## config.mk

```make
export PLATFORM = sky130hd
export DESIGN_NAME = bscan_tap
export DESIGN_NICKNAME = d
export VERILOG_FILES = /design/src/rtl/bscan_pkg.sv /design/src/rtl/bscan_fsm.sv /design/src/rtl/bscan_ir.sv /design/src/rtl/bscan_bsr.sv /design/src/rtl/bscan_acdrv.sv /design/src/rtl/bscan_tap.sv
export SDC_FILE = /design/constraint.sdc
export NUM_CORES = 1
export LEC_CHECK = 0
export ABC_CLOCK_PERIOD_IN_PS = 2810
export BUFFER_PORTS_ARGS = -buffer_cell sky130_fd_sc_hd__buf_2
export CAP_MARGIN = 10
export CORE_AREA = 3 3 83 85
export CTS_CLUSTER_SIZE = 8
export DETAILED_ROUTE_END_ITERATION = 6
export DIE_AREA = 0 0 86 88
export GPL_TIMING_DRIVEN = 0
export PLACE_DENSITY = 0.79
export SYNTH_ARGS = -nofsm -noshare
export SYNTH_HDL_FRONTEND = slang
export SYNTH_SLANG_ARGS = --single-unit
```

## constraint.sdc

```tcl
create_clock -name tck -period 2.81 [get_ports tck]
set_input_delay 0.281 -clock tck [delete_from_list [all_inputs] [get_ports tck]]
set_output_delay 0.281 -clock tck [all_outputs]
set_load 0.01 [all_outputs]
```

## src/rtl/bscan_pkg.sv

```systemverilog
package bscan_pkg;

  typedef enum logic [3:0] {
    ST_TLR, ST_RTI,
    ST_SEL_DR, ST_CAP_DR, ST_SH_DR, ST_EX1_DR, ST_PAU_DR, ST_EX2_DR, ST_UPD_DR,
    ST_SEL_IR, ST_CAP_IR, ST_SH_IR, ST_EX1_IR, ST_PAU_IR, ST_EX2_IR, ST_UPD_IR
  } tap_state_e;

  localparam int IR_W = 4;
  localparam int ID_W = 32;
  localparam logic [27:0] ID_BODY = 28'h0006351;
  localparam logic [IR_W-1:0] IR_CAPTURE = 4'b0001;

  localparam logic [IR_W-1:0] OP_BYPASS  = 4'b0000;
  localparam logic [IR_W-1:0] OP_SAMPLE  = 4'b0001;
  localparam logic [IR_W-1:0] OP_HIGHZ   = 4'b0010;
  localparam logic [IR_W-1:0] OP_CLAMP   = 4'b0011;
  localparam logic [IR_W-1:0] OP_IDCODE  = 4'b0110;
  localparam logic [IR_W-1:0] OP_EXTEST  = 4'b1000;
  localparam logic [IR_W-1:0] OP_USER    = 4'b1001;
  localparam logic [IR_W-1:0] OP_XPULSE  = 4'b1011;
  localparam logic [IR_W-1:0] OP_XTRAIN  = 4'b1100;

  typedef enum logic [1:0] { DR_BYP, DR_ID, DR_BSR, DR_USR } dr_sel_e;

  typedef struct packed {
    dr_sel_e dr;
    logic    drive_test;
    logic    pins_hiz;
    logic    ac_pulse;
    logic    ac_train;
  } ir_dec_t;

  // Unlisted codes fall through to the bypass default.
  function automatic ir_dec_t decode_op(logic [IR_W-1:0] op, logic has_id);
    ir_dec_t d;
    d = '{dr: DR_BYP, drive_test: 1'b0, pins_hiz: 1'b0, ac_pulse: 1'b0, ac_train: 1'b0};
    case (op)
      OP_SAMPLE: d.dr = DR_BSR;
      OP_HIGHZ:  d.pins_hiz = 1'b1;
      OP_CLAMP:  d.drive_test = 1'b1;
      OP_IDCODE: d.dr = has_id ? DR_ID : DR_BYP;
      OP_EXTEST: begin d.dr = DR_BSR; d.drive_test = 1'b1; end
      OP_USER:   d.dr = DR_USR;
      OP_XPULSE: begin d.dr = DR_BSR; d.drive_test = 1'b1; d.ac_pulse = 1'b1; end
      OP_XTRAIN: begin d.dr = DR_BSR; d.drive_test = 1'b1; d.ac_train = 1'b1; end
      default:   d.dr = DR_BYP;
    endcase
    return d;
  endfunction

endpackage

```

## src/rtl/bscan_fsm.sv

```systemverilog
module bscan_fsm
  import bscan_pkg::*;
(
  input  logic       tck,
  input  logic       rst,
  input  logic       tms,
  output tap_state_e state
);

  tap_state_e nxt;

  always_comb begin
    nxt = state;
    case (state)
      ST_TLR:    nxt = tms ? ST_TLR    : ST_RTI;
      ST_RTI:    nxt = tms ? ST_SEL_DR : ST_RTI;
      ST_SEL_DR: nxt = tms ? ST_SEL_IR : ST_CAP_DR;
      ST_CAP_DR: nxt = tms ? ST_EX1_DR : ST_SH_DR;
      ST_SH_DR:  nxt = tms ? ST_EX1_DR : ST_SH_DR;
      ST_EX1_DR: nxt = tms ? ST_UPD_DR : ST_PAU_DR;
      ST_PAU_DR: nxt = tms ? ST_EX2_DR : ST_PAU_DR;
      ST_EX2_DR: nxt = tms ? ST_UPD_DR : ST_SH_DR;
      ST_UPD_DR: nxt = tms ? ST_SEL_DR : ST_RTI;
      ST_SEL_IR: nxt = tms ? ST_TLR    : ST_CAP_IR;
      ST_CAP_IR: nxt = tms ? ST_EX1_IR : ST_SH_IR;
      ST_SH_IR:  nxt = tms ? ST_EX1_IR : ST_SH_IR;
      ST_EX1_IR: nxt = tms ? ST_UPD_IR : ST_PAU_IR;
      ST_PAU_IR: nxt = tms ? ST_EX2_IR : ST_PAU_IR;
      ST_EX2_IR: nxt = tms ? ST_UPD_IR : ST_SH_IR;
      ST_UPD_IR: nxt = tms ? ST_SEL_DR : ST_RTI;
      default:   nxt = ST_TLR;
    endcase
  end

  always_ff @(posedge tck) begin
    if (rst) state <= ST_TLR;
    else     state <= nxt;
  end

endmodule

```

## src/rtl/bscan_ir.sv

```systemverilog
module bscan_ir
  import bscan_pkg::*;
#(
  parameter logic [IR_W-1:0] RESET_OP = OP_IDCODE
)(
  input  logic            tck,
  input  logic            rst,
  input  tap_state_e      state,
  input  logic            tdi,
  output logic [IR_W-1:0] ir_q,
  output logic [IR_W-1:0] ir_sh,
  output logic            sout
);

  always_ff @(posedge tck) begin
    if (rst) begin
      ir_sh <= IR_CAPTURE;
      ir_q  <= RESET_OP;
    end else begin
      case (state)
        ST_TLR:    ir_q  <= RESET_OP;
        ST_CAP_IR: ir_sh <= IR_CAPTURE;
        ST_SH_IR:  ir_sh <= {tdi, ir_sh[IR_W-1:1]};
        ST_UPD_IR: ir_q  <= ir_sh;
        default: ;
      endcase
    end
  end

  assign sout = ir_sh[0];

endmodule

```

## src/rtl/bscan_bsr.sv

```systemverilog
module bscan_bsr
  import bscan_pkg::*;
#(
  parameter int N      = 8,
  parameter int AC_CNT = 4
)(
  input  logic         tck,
  input  logic         rst,
  input  tap_state_e   state,
  input  logic         sel,
  input  logic         drive_test,
  input  logic         pins_hiz,
  input  logic         ac_inv,
  input  logic         tdi,
  input  logic [N-1:0] pad_in,
  input  logic [N-1:0] core_out,
  output logic         sout,
  output logic [N-1:0] upd,
  output logic [N-1:0] pad_out,
  output logic [N-1:0] pad_oe
);

  logic [N-1:0] sh;

  // Capture takes only the pad level; the core value never enters the chain.
  always_ff @(posedge tck) begin
    if (rst) begin
      sh  <= '0;
      upd <= '0;
    end else if (sel) begin
      case (state)
        ST_CAP_DR: sh  <= pad_in;
        ST_SH_DR:  sh  <= {tdi, sh[N-1:1]};
        ST_UPD_DR: upd <= sh;
        default: ;
      endcase
    end
  end

  assign sout = sh[0];

  for (genvar i = 0; i < N; i++) begin : g_cell
    localparam bit IS_AC = (i < AC_CNT);
    logic flip;
    assign flip       = IS_AC & ac_inv;
    assign pad_out[i] = drive_test ? (upd[i] ^ flip) : core_out[i];
    assign pad_oe[i]  = ~pins_hiz;
  end

endmodule

```

## src/rtl/bscan_acdrv.sv

```systemverilog
module bscan_acdrv
  import bscan_pkg::*;
(
  input  logic       tck,
  input  logic       rst,
  input  tap_state_e state,
  input  logic       ac_pulse,
  input  logic       ac_train,
  output logic       ac_inv
);

  logic in_idle;
  assign in_idle = (state == ST_RTI);

  always_ff @(negedge tck) begin
    if (rst)                     ac_inv <= 1'b0;
    else if (in_idle && ac_train) ac_inv <= ~ac_inv;
    else if (in_idle && ac_pulse) ac_inv <= 1'b1;
    else                          ac_inv <= 1'b0;
  end

endmodule

```

## src/rtl/bscan_tap.sv

```systemverilog
module bscan_tap
  import bscan_pkg::*;
#(
  parameter int              BSR_LEN = 8,
  parameter int              AC_CNT  = 4,
  parameter int              UDR_W   = 8,
  parameter logic [3:0]      VERSION = 4'h3,
  parameter bit              HAS_ID  = 1'b1
)(
  input  logic               tck,
  input  logic               trst_n,
  input  logic               tms,
  input  logic               tdi,
  output logic               tdo,
  output logic               tdo_oe,
  input  logic [BSR_LEN-1:0] core_out,
  input  logic [BSR_LEN-1:0] pad_in,
  output logic [BSR_LEN-1:0] pad_out,
  output logic [BSR_LEN-1:0] pad_oe
);

  localparam logic [IR_W-1:0] RESET_OP = HAS_ID ? OP_IDCODE : OP_BYPASS;
  localparam logic [ID_W-1:0] ID_WORD  = {VERSION, ID_BODY};

  logic             rst;
  tap_state_e       state;
  logic [IR_W-1:0]  ir_q;
  logic [IR_W-1:0]  ir_sh;
  logic             ir_sout;
  ir_dec_t          dec;
  logic             byp;
  logic [ID_W-1:0]  id_sh;
  logic [UDR_W-1:0] udr_sh;
  logic [UDR_W-1:0] udr_q;
  logic             bsr_sout;
  logic [BSR_LEN-1:0] bsr_upd;
  logic             ac_inv;
  logic             dr_sout;
  logic             tdo_d;
  logic             shifting;

  assign rst = ~trst_n;
  assign dec = decode_op(ir_q, HAS_ID);

  bscan_fsm u_fsm (
    .tck   (tck),
    .rst   (rst),
    .tms   (tms),
    .state (state)
  );

  bscan_ir #(.RESET_OP(RESET_OP)) u_ir (
    .tck   (tck),
    .rst   (rst),
    .state (state),
    .tdi   (tdi),
    .ir_q  (ir_q),
    .ir_sh (ir_sh),
    .sout  (ir_sout)
  );

  bscan_bsr #(.N(BSR_LEN), .AC_CNT(AC_CNT)) u_bsr (
    .tck        (tck),
    .rst        (rst),
    .state      (state),
    .sel        (dec.dr == DR_BSR),
    .drive_test (dec.drive_test),
    .pins_hiz   (dec.pins_hiz),
    .ac_inv     (ac_inv),
    .tdi        (tdi),
    .pad_in     (pad_in),
    .core_out   (core_out),
    .sout       (bsr_sout),
    .upd        (bsr_upd),
    .pad_out    (pad_out),
    .pad_oe     (pad_oe)
  );

  bscan_acdrv u_ac (
    .tck      (tck),
    .rst      (rst),
    .state    (state),
    .ac_pulse (dec.ac_pulse),
    .ac_train (dec.ac_train),
    .ac_inv   (ac_inv)
  );

  // Small data registers: bypass stage, identification, user register.
  always_ff @(posedge tck) begin
    if (rst) begin
      byp    <= 1'b0;
      id_sh  <= '0;
      udr_sh <= '0;
      udr_q  <= '0;
    end else begin
      case (dec.dr)
        DR_BYP: begin
          if (state == ST_CAP_DR)     byp <= 1'b0;
          else if (state == ST_SH_DR) byp <= tdi;
        end
        DR_ID: begin
          if (state == ST_CAP_DR)     id_sh <= ID_WORD;
          else if (state == ST_SH_DR) id_sh <= {tdi, id_sh[ID_W-1:1]};
        end
        DR_USR: begin
          if (state == ST_CAP_DR)      udr_sh <= udr_q;
          else if (state == ST_SH_DR)  udr_sh <= {tdi, udr_sh[UDR_W-1:1]};
          else if (state == ST_UPD_DR) udr_q  <= udr_sh;
        end
        default: ;
      endcase
    end
  end

  always_comb begin
    case (dec.dr)
      DR_ID:   dr_sout = id_sh[0];
      DR_BSR:  dr_sout = bsr_sout;
      DR_USR:  dr_sout = udr_sh[0];
      default: dr_sout = byp;
    endcase
  end

  assign shifting = (state == ST_SH_DR) || (state == ST_SH_IR);
  assign tdo_d    = (state == ST_SH_IR) ? ir_sout : dr_sout;

  always_ff @(negedge tck) begin
    if (rst) begin
      tdo    <= 1'b0;
      tdo_oe <= 1'b0;
    end else begin
      tdo    <= shifting ? tdo_d : 1'b0;
      tdo_oe <= shifting;
    end
  end

endmodule

```

==> results of run 1 <==
==> through the flow <==
| stage | hold slack, ns | worst slack [ns] | std cells | utilization (%) | total power [mW] |
|---|---|---|---|---|---|
| after global routing | 0.256 | -0.126 | 564 | 67.9 | 2.29 |
| after global placement | 0.438 | -0.154 | 546 | 63.0 | 1.32 |
| final | 0.247 | -0.0586 | 564 | 67.9 | 2.21 |
| after floorplan | 0.432 | 0.0101 | 432 | - | 1.28 |
| after detailed placement | 0.446 | -0.185 | 546 | 63.0 | 1.32 |
| after CTS | 0.234 | -0.0526 | 562 | 66.8 | 2.22 |
==> per-layer routing <==
metal  vias up  global-route usage, %  routed length [µm]
li1       1607                      -                   -
met1      1467                   29.0                3830
met2        72                   35.6                3840
met3        12                   4.42                 396
met4         0                   9.21                 137
met5         -                      0                   0
==> cell usage after synthesis, drive strengths merged (2+ instances only) <==
cell type / n / share of area, %
o21ai: 10 / 1.4
nor2b: 4 / 0.68
or4bb: 2 / 0.61
o22ai: 4 / 0.68
o21a: 2 / 0.41
a21boi: 3 / 0.61
nand3: 30 / 4.1
nand2b: 5 / 0.85
xnor2: 4 / 0.95
inv: 5 / 0.51
a31oi: 2 / 0.34
a22oi: 2 / 0.41
nand2: 76 / 7.8
nor4bb: 2 / 0.55
nand4: 2 / 0.34
mux2: 12 / 3.7
a311oi: 7 / 1.8
nor4b: 3 / 0.89
a21oi: 31 / 4.8
a211oi: 3 / 0.61
o211ai: 2 / 0.41
dfxtp: 80 / 44
o211a: 2 / 0.55
clkbuf: 23 / 2.4
nor3b: 4 / 0.82
mux2i: 25 / 6.8
nor2: 31 / 3.2
buf: 20 / 3.6
nor3: 19 / 2.6
==> where the power goes <==
part	internal, mW	total (mW)	switching [mW]	leakage, nW
clock network	0.450	0.914	0.465	0.119
logic	0.0566	0.145	0.0887	0.887
registers	1.14	1.15	0.00727	0.646
total	1.65	2.21	0.561	1.65
==> kinds of logic after synthesis <==
family / after synthesis / synth area share [%]
and+or+nand+nor: 188 / 24.7
DFF: 80 / 43.6
AOI/OAI and AO/OA: 75 / 13.7
buffers and inverters: 48 / 6.48
muxes: 37 / 10.5
xor gates and xnor gates: 4 / 0.955
==> final cells by class <==
type	instances	share of cell area, %
clock inverter	9	1.97
sequential	80	37.9
clock buffer	10	3.23
tap	77	2.26
buffer	41	5.40
timing repair buffer	39	4.69
multi-input combinational	304	44.2
inverter	4	0.352
==> worst min-delay path: cells and delay by family <==
kind / cells / cell delay, ns
AND/OR/NAND/NOR: 1 / 0.09
AO/OA/AOI/OAI: 1 / 0.06
buffers and inverters: 1 / 0.14
==> timing repair <==
item                                    4_1_cts  5_1_grt
resized for setup                            14       12
endpoints found under the setup margin        6        6
pin swaps                                     1        3
setup buffers                                 0        2
gates cloned                                  0        0
==> flip-flops by register name (all words and copies together) (netlist names) <==
name / cells
id_sh: 32
u_bsr.sh: 8
u_bsr.upd: 8
udr_q: 8
udr_sh: 8
u_fsm.state: 4
u_ir.ir_q: 4
u_ir.ir_sh: 4
byp: 1
tdo: 1
tdo_oe: 1
u_ac.ac_inv: 1
==> worst max-delay path by stage <==
| stage | start | to | slack (ns) |
|---|---|---|---|
| after global placement | u_fsm.state[3] | tdo | -0.15 |
| after detailed placement | u_fsm.state[3] | tdo | -0.18 |
| after CTS | u_ac.ac_inv | pad_out[0] | -0.05 |
| after global routing | u_ac.ac_inv | pad_out[0] | -0.13 |
| after floorplan | u_ir.ir_q[1] | tdo | 0.01 |
| final | u_ac.ac_inv | pad_out[0] | -0.06 |
==> impl_metrics.csv, run 1 <==
group,metric,value,unit
outcome,outcome,"finished with violations",
outcome,violations,"negative setup slack",
sta,slew_headroom,56.0,%
min_path,min_from,"tdi",
clocking,cts_sinks,80,
logic_synthesis,yosysUniqueCellTypes,54,
power,ir_worst_vdd,0.000328,V
grt,grt_overflow,0,
detailed_routing,drt-initial-drc-count,194,
detailed_routing,wl_per_cell,14.5,µm
clocking,cts-hold-fix-buffers,0,
logic_synthesis,syn_area_per_cell,8.49,µm²
min_path,min_path_type,"input port to flip-flop",
clocking,tritoncts,"yes",
min_path,worstHoldPathCells,3,
worst_setup_path,rr_startpoint,"u_ir.ir_q[1]",
worst_setup_path,crit_path_start_kind,"flip-flop",
sta,hold_viol_final,0,
clocking,clk_latency,0.40,ns
finish,antenna_cells,0,
worst_setup_path,path_buf_inv,1,
finish,area_delta_synth_final,16.2,%
detailed_routing,remaining_drc_errors,0,
power,p_leak,1.65,nW
worst_setup_path,r2r_slack,0.01,ns
grt,antenna_found_initial,0,
place,gp_congestion,0.818,
sta,clock_skew,0.0524,ns
worst_setup_path,cp_top_family,"flip-flops",
clocking,h-tree-depth,3,
grt,grt_pass1_wl,13300,µm
clocking,cts_root_buf,"clkbuf_8",
logic_synthesis,async_reset_ff_share,0,%
grt,grtUsageTotal,22.1,%
worst_setup_path,slowest_delay,0.37,ns
worst_setup_path,crit_arrival,2.59,ns
sta,rsz0062_at_grt,"yes",
worst_setup_path,required,2.53,ns
grt,grt_pass1_vias,2853,
sta,tightest_slew,0.651,ns
worst_setup_path,crit_fanout,5,
worst_setup_path,r2r_cells,5,
power,power_density,518,mW/mm²
logic_synthesis,yosys_warnings,0,
sta,drv_slew,0,
logic_synthesis,ys.flop_type,"dfxtp_1",
clocking,cts.clk_slew.worst_paths,0.08,ns
finish,nNetsFinal,502,
worst_setup_path,worst-path-stages,3,
worst_setup_path,path_cells,"xnor2_1 > o21ai_1 > buf_2",
clocking,cts_made_buffers,9,
logic_synthesis,synth_nets,452,
finish,fillers,500,
floorplan,io_pins,38,
logic_synthesis,ys_seq_elements,80,
finish,layout_commonest_cell,"nand2_1",
grt,grt_max_degree,16,
worst_setup_path,r2r-end,"tdo",
detailed_routing,first_pass_iters,4,
detailed_routing,viasPerCell,5.60,
floorplan,initial_core_util,58.5,%
clocking,clock_path_buffers,2,
place,dpl_cell_area,0.00395,mm²
finish,seqCellArea,0.00161,mm²
finish,fin_area,0.00426,mm²
finish,final_cell_mix,"nand2_1, dfxtp_1, buf_2",
job,drv_cap,0,
finish,multiInputGateArea,0.00189,mm²
worst_setup_path,crit_path_top_delay_cell,"dfxtp_4",
floorplan,die_h,88,µm
floorplan,die_x,86,µm
logic_synthesis,syn-instance-count,432,
sta,fin_ws,-0.0586,ns
place,dpl.hpwl,5410,µm
sta,setup_viol_count_final,4,
place,numPortBuffers,37,
min_path,min_to,"u_ir.ir_sh[3]",
floorplan,die-area,0.00757,mm²
sta,setup_tns,-0.150,ns
logic_synthesis,yosysSeqAreaShare,43.6,%
floorplan,core_area,0.00628,mm²
detailed_routing,antenna_left,0,
detailed_routing,num_vias,3158,
finish,drive_gt1_share,21.6,%
logic_synthesis,syn_area,0.00367,mm²
detailed_routing,totalWireLength,8200,µm
worst_setup_path,cp-end-kind,"output pin",
logic_synthesis,synth_edf_count,0,
worst_setup_path,criticalPathCategory,"flip-flop to output pin",
floorplan,rows,29,
Power figures use the tool's default switching activity.
==> run 2, diff against run 1 <==
--- a/config.mk
+++ b/config.mk
@@ -14,6 +14,7 @@
 export DIE_AREA = 0 0 86 88
 export GPL_TIMING_DRIVEN = 0
 export PLACE_DENSITY = 0.79
+export REMOVE_ABC_BUFFERS = 1
 export SYNTH_ARGS = -nofsm -noshare
 export SYNTH_HDL_FRONTEND = slang
 export SYNTH_SLANG_ARGS = --single-unit
==> run 2 against run 1 <==
The run still ends with negative setup slack left. Power shrank 2.4%. First-iteration DRC count grew 11%. Sequential power about the same. Non-clock buffer count is 40 lower. Sequential cell count stayed put. Hold slack better by 0.0077 ns.
==> impl_metrics.csv, run 2 (synthesized netlist as in run 1, its figures left out) <==
group,metric,value,unit
outcome,outcome,"finished with violations",
outcome,violations,"negative setup slack",
place,numPortBuffers,37,
grt,grt_pass1_vias,2843,
finish,nNetsFinal,463,
detailed_routing,num_vias,3017,
clocking,tritoncts,"yes",
floorplan,rows,29,
sta,clock_skew,0.0473,ns
clocking,cts_made_buffers,9,
floorplan,initial_core_util,58.5,%
finish,drive_gt1_share,21.2,%
power,power_density,526,mW/mm²
clocking,clock_path_buffers,2,
worst_setup_path,rr_startpoint,"u_ir.ir_q[0]",
floorplan,die_x,86,µm
detailed_routing,wl_per_cell,14.4,µm
worst_setup_path,cp-end-kind,"output pin",
detailed_routing,remaining_drc_errors,0,
grt,grt_pass1_wl,12700,µm
place,dpl.hpwl,4540,µm
sta,rsz0062_at_grt,"yes",
clocking,cts-hold-fix-buffers,0,
sta,hold_slack,0.255,ns
sta,slew_headroom,33.5,%
sta,hold_viol_final,0,
power,ir_worst_vdd,0.000446,V
clocking,cts_root_buf,"clkbuf_8",
worst_setup_path,criticalPathCategory,"flip-flop to output pin",
grt,antenna_found_initial,0,
finish,largest_register,"id_sh",
min_path,min_path_type,"input port to flip-flop",
min_path,min_from,"tdi",
finish,final_cell_mix,"nand2_1, dfxtp_1, buf_2",
place,placed_cells,505,
clocking,h-tree-depth,3,
grt,grtUsageTotal,21.0,%
detailed_routing,drt-initial-drc-count,215,
sta,fin_ws,-0.0415,ns
floorplan,die_h,88,µm
worst_setup_path,required,2.53,ns
worst_setup_path,crit_arrival,2.57,ns
worst_setup_path,crit_start,"u_ac.ac_inv",
floorplan,die-area,0.00757,mm²
floorplan,io_pins,38,
clocking,clk_latency,0.39,ns
finish,largest_register_ffs,32,
finish,antenna_cells,0,
clocking,cts_sinks,80,
finish,layout_commonest_cell,"nand2_1",
detailed_routing,viasPerCell,5.75,
detailed_routing,totalWireLength,7550,µm
finish,area_delta_synth_final,11.6,%
detailed_routing,antenna_left,0,
sta,setup_viol_count_final,4,
grt,grt_max_degree,51,
detailed_routing,first_pass_iters,5,
grt,grt_overflow,0,
place,gp_congestion,0.798,
floorplan,core_area,0.00628,mm²
job,drv_cap,0,
sta,tightest_slew,0.998,ns
sta,drv_slew,0,
power,p_leak,1.52,nW
clocking,cts.clk_slew.worst_paths,0.08,ns
worst_setup_path,crit_fanout,5,
finish,instances_no_fill,525,
worst_setup_path,crit_path_start_kind,"flip-flop",
-- run 2: changes by cell type in the layout (fill, tap and decap cells not counted), moves of 2 or more --
cell | previous run | this run
buf_1 | 2 | 0
buf_2 | 43 | 37
buf_4 | 9 | 1
buf_6 | 3 | 1
clkbuf_1 | 19 | 0
clkbuf_4 | 2 | 0
clkinv_2 | 0 | 2
dfxtp_1 | 74 | 71
dfxtp_4 | 2 | 4
o21ai_0 | 7 | 5
xnor2_1 | 4 | 0
xnor2_2 | 0 | 4
-- run 2: power breakdown --
group	internal (mW)	leakage, nW	switching [mW]
combinational	0.0507	0.749	0.0694
clock	0.443	0.123	0.431
sequential	1.14	0.648	0.0204
total	1.63	1.52	0.521
-- run 2: path summary, 6_finish.rpt --
path,slack [ns],cells after the start,end
worst max-delay path,-0.04,3,pad_out[0]
worst min-delay path,0.25,3,id_sh[31]
worst max register to register,0.03,4,tdo
worst min register to register,0.45,2,id_sh[10]
-- run 2: routing by layer --
layer	GRT usage, %	share of wire (%)	vias up
met3	5.27	5.5	10
met2	37.4	49	72
li1	-	-	1528
met4	7.48	1.6	0
met5	0	0	-
met1	24.4	44	1407
-- run 2: worst max-delay path, stage by stage (launching register included) --
cell	delay, ns
dfxtp_4	0.41
xnor2_2	0.12
o21ai_1	0.07
buf_2	0.18
-- run 2: what timing repair did --
action,in CTS,in global routing
gates resized for setup,20,9
gates cloned,1,0
buffers inserted,0,1
pin swaps,3,1
endpoints found under the setup margin,46,6
-- run 2: through the flow --
| stage | util, % | instance area (µm²) | total power [mW] | worst slack, ns | TNS [ns] |
|---|---|---|---|---|---|
| CTS | 64.7 | 4060 | 2.17 | -0.0674 | -0.194 |
| floorplan | - | 3450 | 1.26 | -0.719 | -22.99 |
| global route | 65.2 | 4100 | 2.25 | -0.104 | -0.440 |
| finish | 65.2 | 4100 | 2.15 | -0.0415 | -0.157 |
| detailed placement | 60.2 | 3780 | 1.31 | -0.327 | -8.50 |
| global placement | 59.5 | 3730 | 1.30 | -2.46 | -95.52 |
-- run 2: area by class of cell --
type | instances | area [µm²]
fillers | 511 | 2180
multi-input cells | 305 | 1920
flip-flops and latches | 80 | 1620
repair buffers | 40 | 219
clock buffers | 10 | 138
well taps | 77 | 96.3
clock inverters | 9 | 77.6
inverters | 4 | 17.5
